[config.mk]
export PLATFORM = sky130hd
export DESIGN_NAME = pwrup_page_fetch
export DESIGN_NICKNAME = d
export VERILOG_FILES = /design/src/rtl/pwrup_page_fetch.sv
export SDC_FILE = /design/constraint.sdc
export NUM_CORES = 1
export LEC_CHECK = 0
export BUFFER_PORTS_ARGS = -buffer_cell sky130_fd_sc_hd__buf_4
export CELL_PAD_IN_SITES_DETAIL_PLACEMENT = 0
export CELL_PAD_IN_SITES_GLOBAL_PLACEMENT = 1
export CORE_UTILIZATION = 40
export CTS_BUF_LIST = sky130_fd_sc_hd__clkbuf_8 sky130_fd_sc_hd__clkbuf_16
export DETAILED_ROUTE_END_ITERATION = 6
export GPL_ROUTABILITY_DRIVEN = 0
export GPL_TIMING_DRIVEN = 1
export PLACE_DENSITY = 0.84
export SKIP_CTS_REPAIR_TIMING = 1
export SLEW_MARGIN = 20
export SYNTH_ARGS = -nofsm -noshare
export SYNTH_HDL_FRONTEND = slang
export SYNTH_SLANG_ARGS = --single-unit
[constraint.sdc]
create_clock -name clk -period 4.9 [get_ports clk]
set_clock_uncertainty 0.15 [all_clocks]
set_input_delay 0.98 -clock clk [delete_from_list [all_inputs] [get_ports clk]]
set_output_delay 0.98 -clock clk [all_outputs]
set_load 0.02 [all_outputs]
[src/rtl/pwrup_page_fetch.sv]
module pwrup_page_fetch #(
  parameter int PAGE_BYTES  = 2112,
  parameter int COPY_CYCLES = 8,
  parameter int DW          = 8,
  localparam int CW = $clog2(PAGE_BYTES),
  localparam int TW = $clog2(COPY_CYCLES + 1)
) (
  input  logic          clk,
  input  logic          rst_n,
  input  logic          supply_ok,
  input  logic          prefetch_en,
  input  logic          ext_temp,
  input  logic          re_n,
  input  logic          copy_done,
  input  logic [DW-1:0] arr_byte,
  output logic          rdy,
  output logic          copy_req,
  output logic [CW-1:0] col_ptr,
  output logic [DW-1:0] io_out
);
  localparam logic [CW-1:0] COL_LAST = CW'(PAGE_BYTES - 1);
  localparam logic [TW-1:0] CNT_LAST = TW'(COPY_CYCLES - 1);

  typedef enum logic [1:0] {S_OFF, S_COPY, S_VALID, S_INVALID} state_t;

  state_t        state;
  logic          supply_q, re_q, got_done;
  logic [TW-1:0] cnt;

  wire rise     = supply_ok & ~supply_q;
  wire cnt_full = (cnt == CNT_LAST);
  wire re_rel   = ~re_q & re_n;

  always_ff @(posedge clk or negedge rst_n) begin
    if (!rst_n) begin
      state    <= S_OFF;
      supply_q <= 1'b0;
      re_q     <= 1'b1;
      got_done <= 1'b0;
      cnt      <= '0;
      col_ptr  <= '0;
    end else begin
      supply_q <= supply_ok;
      re_q     <= re_n;
      if (!supply_ok) begin
        state    <= S_OFF;
        got_done <= 1'b0;
        cnt      <= '0;
        col_ptr  <= '0;
      end else begin
        case (state)
          S_OFF: if (rise) begin
            cnt      <= '0;
            got_done <= 1'b0;
            col_ptr  <= '0;
            state    <= (prefetch_en && !ext_temp) ? S_COPY : S_INVALID;
          end
          S_COPY: begin
            if (copy_done) got_done <= 1'b1;
            if (cnt_full && (got_done || copy_done)) state <= S_VALID;
            else if (!cnt_full) cnt <= cnt + 1'b1;
          end
          S_VALID: if (re_rel && col_ptr != COL_LAST) col_ptr <= col_ptr + 1'b1;
          default: ;
        endcase
      end
    end
  end

  assign rdy      = (state == S_VALID) || (state == S_INVALID);
  assign copy_req = (state == S_COPY);
  assign io_out   = (state == S_VALID) ? arr_byte : '0;
endmodule

======== Yosys cells after proc, flatten, opt, wreduce, memory -nomap -nowiden ========
Cells that the tools add are included.
operators by class
  add/sub/neg operators ................... 2
  eq/ne operators ......................... 13
  muxes and demuxes ....................... 19
  bitwise logic cells ..................... 4
  reductions and logical operators ........ 11
operators by type and width
  operator                 number
  $mux W12                 3
  $pmux W12 S2             1
  $mux W4                  4
  $ne A3 B3 Y1 const B     5
  $add A12 B1 Y12 const B  1
  $ne A12 B12 Y1 const B   1
  $reduce_and A3 Y1        3
  $mux W2                  4
  $mux W8                  1
  $pmux W4 S2              1
  $ne A3 B1 Y1 const B     2
  $add A4 B1 Y4 const B    1
  $eq A2 B2 Y1 const B     2
  $eq A4 B3 Y1 const B     1
  $pmux W2 S2              1
  $reduce_and A4 Y1        1
  $logic_and A1 B1 Y1      3
  $mux W1                  3
  $ne A3 B2 Y1 const B     1
  $and A1 B1 Y1            2
  $eq A2 B1 Y1 const B     1
  $logic_not A2 Y1         1
  $logic_or A1 B1 Y1       2
  $not A1 Y1               2
  2 further kinds          2
storage, ports and cells
  register bits ........................... 21
  bits of input ports ..................... 15
  word-level logic and storage cells ...... 55

======== Depth between registers and ports, before layout ========
  depth in word-level cells ............... 6
  gate-level depth with buffers ........... 6
  depth with buffers taken out ............ 5

======== Least setup slack after synthesis ========
No wires, ideal clock.
  kind .................................... in2out
  from .................................... input port arr_byte[0]
  to ...................................... output port io_out[0]
  arrival ................................. 1.190 ns
  required time ........................... 3.770 ns
  path slack .............................. 2.580 ns
  stages on the path ...................... 1
  cell sequence ........................... and2_1
between the ends
  longest elaborated chain between the ends .. 1
ends and longest elaborated chain
  element      RTL line  source
  from (decl)  15        input logic [DW-1:0] arr_byte,
  $mux W8      72        assign io_out = (state == S_VALID) ? arr_byte : '0;
  to (decl)    19        output logic [DW-1:0] io_out
Every way passes these cells.

======== Worst setup path after layout ========
  from .................................... input port re_n
  to ...................................... register col_ptr[1]
between the ends
  longest elaborated chain between the ends .. 4
ends and longest elaborated chain
  element                      RTL line  source
  from (decl)                  13        input logic re_n,
  $and A1 B1 Y1                32        wire re_rel = ~re_q & re_n;
  $logic_and A1 B1 Y1          63        S_VALID: if (re_rel && col_ptr != COL_LAST) col_ptr <= col_ptr + 1'b1;
  $ne A3 B3 Y1 (no line)       n/a
  $reduce_and A3 Y1 (no line)  n/a
  to (signal assigned)         63
  to (decl)                    18        output logic [CW-1:0] col_ptr,
Every way passes these cells.
A chain may end at the register's enable or synchronous reset.

==> results.md <==
* Status: complete, but fails checks
* Failing checks: design-rule violations
* Die ar. at 3280 sq um
* Post-route DRC at 2
* Inserted Clock Buffers at 3
* Critical Path End Type: flip-flop
* First-pass GRT wire length at 4640 um
* H-Tree Depth at 1
* Seq/Total Area, Yosys at 43.1%
* Yosys top cell area share at 40.9%
* Most common cell in the netlist: dfrtp_1
* Worst-margin pin slew at 0.716 ns
* Die Y at 57.3 um
* Critical path's largest stage delay at 0.53 ns
* Maximum VDD drop at 0.196 mV
* Syn_area_per_cell at 9.26 sq um
* TritonCTS clock tree: yes
* Share of cells above drive strength 1 at 28.0%
* Port bufs at 36
* Drt first pass iters at 6
* Worst setup path class: primary input to flip-flop
* Max FO, Critical Path at 12
* WL/cell at 14.7 um
* Switching Share at 26.8%
* Maxcap violations at 0
* # rows at 19
* Syn nets at 149
* Clock power share at 33.2%
* Ant diodes at 0
* Synth async-reset ratio at 100%
* Yosys cell types at 37
* Initial Utilization at 43.2%
* Min Tclk post-route at 2.53 ns
* Fmax at 395 MHz
* HPWL after detailed placement at 2010 um
* Capture point of the worst reg-to-reg path: col_ptr[1]$_DFFE_PN0P_
* Most area-consuming cells after synthesis: dfrtp_1, a31oi_1, and2_1
* Slowest CP cell: a31oi_2
* CTS Root Cell: clkbuf_8
* Die Width at 57.3 um
* Post-Syn Instances at 132
* Power Dens Cells at 230 nW/um^2
* Leak at 0.694 nW
* # setup viols final at 0
* Number of global-route vias before repair at 1025
* RSZ-0062 raised after global routing: no
* Setup TNS at 0 ns
* Fin util at 53.9%
* Syn. warnings at 0
* Internal power at 0.256 mW
* Synthesized flop and latch total at 21
* Endpoints failing hold at 0
* Cells on worst reg2reg path at 4
* Cell chain of the critical path: buf_4 > or3b_1 > a31oi_2 > a21o_2 > mux2i_1
* Post-Syn Area at 1220 sq um
* Core Footprint at 2830 sq um
* Clock latency on the worst-skew pair at 0.26 ns
* Post-synth top area cell: dfrtp_1
* Pre-CTS setup slack at 2.11 ns
* Worst Hold Endpoint: got_done$_DFFE_PN0P_
* Total congestion overflow at 0
* DRT antenna net count at 0
* # nets final at 182
* Setup crit start kind: primary input
* I/O pin total at 37
* Hold wc startpoint: got_done$_DFFE_PN0P_
* Largest net degree at the start of global routing at 23
* FF-to-FF Start: state[0]$_DFFE_PN0P_
* R2R setup slack at 2.64 ns
* Max transition margin at 52.3%
* DRT iter0 DRCs at 51
* Worst-path clk slew at 0.08 ns
* Psw at 0.0938 mW
* Vias per inst at 5.64
* Via Count at 1100
* Clock buffer depth at 2
* Synth cell count leaders: dfrtp_1, a31oi_1, and2_1
* Total Wirelength at 2870 um
* Tot GR Track Use at 18.4%
* Worst Hold Depth at 2
* Combinational Power Share at 14.9%
* Hold Crit Class: flip-flop to flip-flop
* Initial antenna violation count at 0
* Max Slew Vio Count at 0
* CP Data Required Time at 4.95 ns
* Part of the power in registers at 51.9%
* Ys flop type: dfrtp_1
* EDFF count, synth at 0
* Crit path DAT at 2.58 ns
* Period utilisation layout at 51.7%
* Layout area overhead at 24.8%
* Clk sinks at 21
* Final worst slack at 2.37 ns
## routing by layer
metal,up-vias,wire length (um),track usage [%]
met3,4,106,4.76
li1,548,-,-
met2,21,1410,32.4
met1,527,1320,22.4
met5,-,0,0
met4,0,26,4.53
## final cells by class
| cell class | instances | area [sq um] |
|---|---|---|
| inverters | 4 | 15.0 |
| repair buffers | 36 | 270 |
| clock buffers | 3 | 41.3 |
| well taps | 31 | 38.8 |
| multi-input cells | 99 | 628 |
| clock inverters | 1 | 5.00 |
| flip-flops and latches | 21 | 527 |
| fillers | 284 | 1300 |
## stage by stage
stage / std cells / power, mW / hold slack, ns / instance area [sq um]
after global placement: 191 / 0.237 / 0.327 / 1480
after detailed placement: 191 / 0.238 / 0.345 / 1480
after CTS: 195 / 0.355 / 0.367 / 1530
after global routing: 195 / 0.365 / 0.402 / 1530
final: 195 / 0.350 / 0.366 / 1530
after floorplan: 132 / 0.218 / 0.313 / 1220
## how the worst max path moves through the flow
stage | endpoint | from | depth (start not counted) | slack [ns]
finish | col_ptr[1]$_DFFE_PN0P_ | re_n | 5 | 2.37
global route | col_ptr[1]$_DFFE_PN0P_ | re_n | 5 | 2.30
CTS | col_ptr[1]$_DFFE_PN0P_ | re_n | 5 | 2.39
detailed placement | col_ptr[1]$_DFFE_PN0P_ | re_n | 5 | 2.11
global placement | col_ptr[1]$_DFFE_PN0P_ | re_n | 5 | 2.14
floorplan | io_out[0] | arr_byte[0] | 1 | 2.58
## critical path, delay by kind of cell
kind / cells / cell delay [ns]
simple gates: 1 / 0.38
compound gates: 2 / 0.93
mux: 1 / 0.21
buf+inv: 1 / 0.08
## power groups by stage
stage	clock, mW	sequential (mW)	combinational, mW
after floorplan	0	0.183	0.0352
after global placement	0	0.185	0.0518
after detailed placement	0	0.185	0.0524
after CTS	0.120	0.182	0.0525
after global routing	0.126	0.183	0.0566
final	0.116	0.182	0.0521
## cell families (layout without fill, tap and decap cells)
kind of cell | after synthesis | in the layout | synth area share (%)
mux | 3 | 3 | 2.46
compound gates | 35 | 35 | 18.9
flops | 21 | 21 | 43.1
simple gates | 59 | 59 | 27.9
buf+inv | 12 | 44 | 5.53
fa+ha+maj | 2 | 2 | 2.05
## flip-flops by register name, summed over array words and instances, names as in the netlist
register / flops
re_q: 1
got_done: 1
supply_q: 1
col_ptr: 12
cnt: 4
state: 2
## placed cells by master, fill, tap and decap left out, drive strengths merged, types with 2 or more instances in the layout
master and instances:
buf 36, dfrtp 20, a31oi 18, and2 9
nand2 8, nor2 7, nand2b 6, a21oi 6
nor3 5, o21ai 5, nor2b 4, nand3 4
inv 4, nand3b 3, and3 3, nand4 3
mux2i 3, clkbuf 3, ha 2
Power figures use the tool's default switching activity.
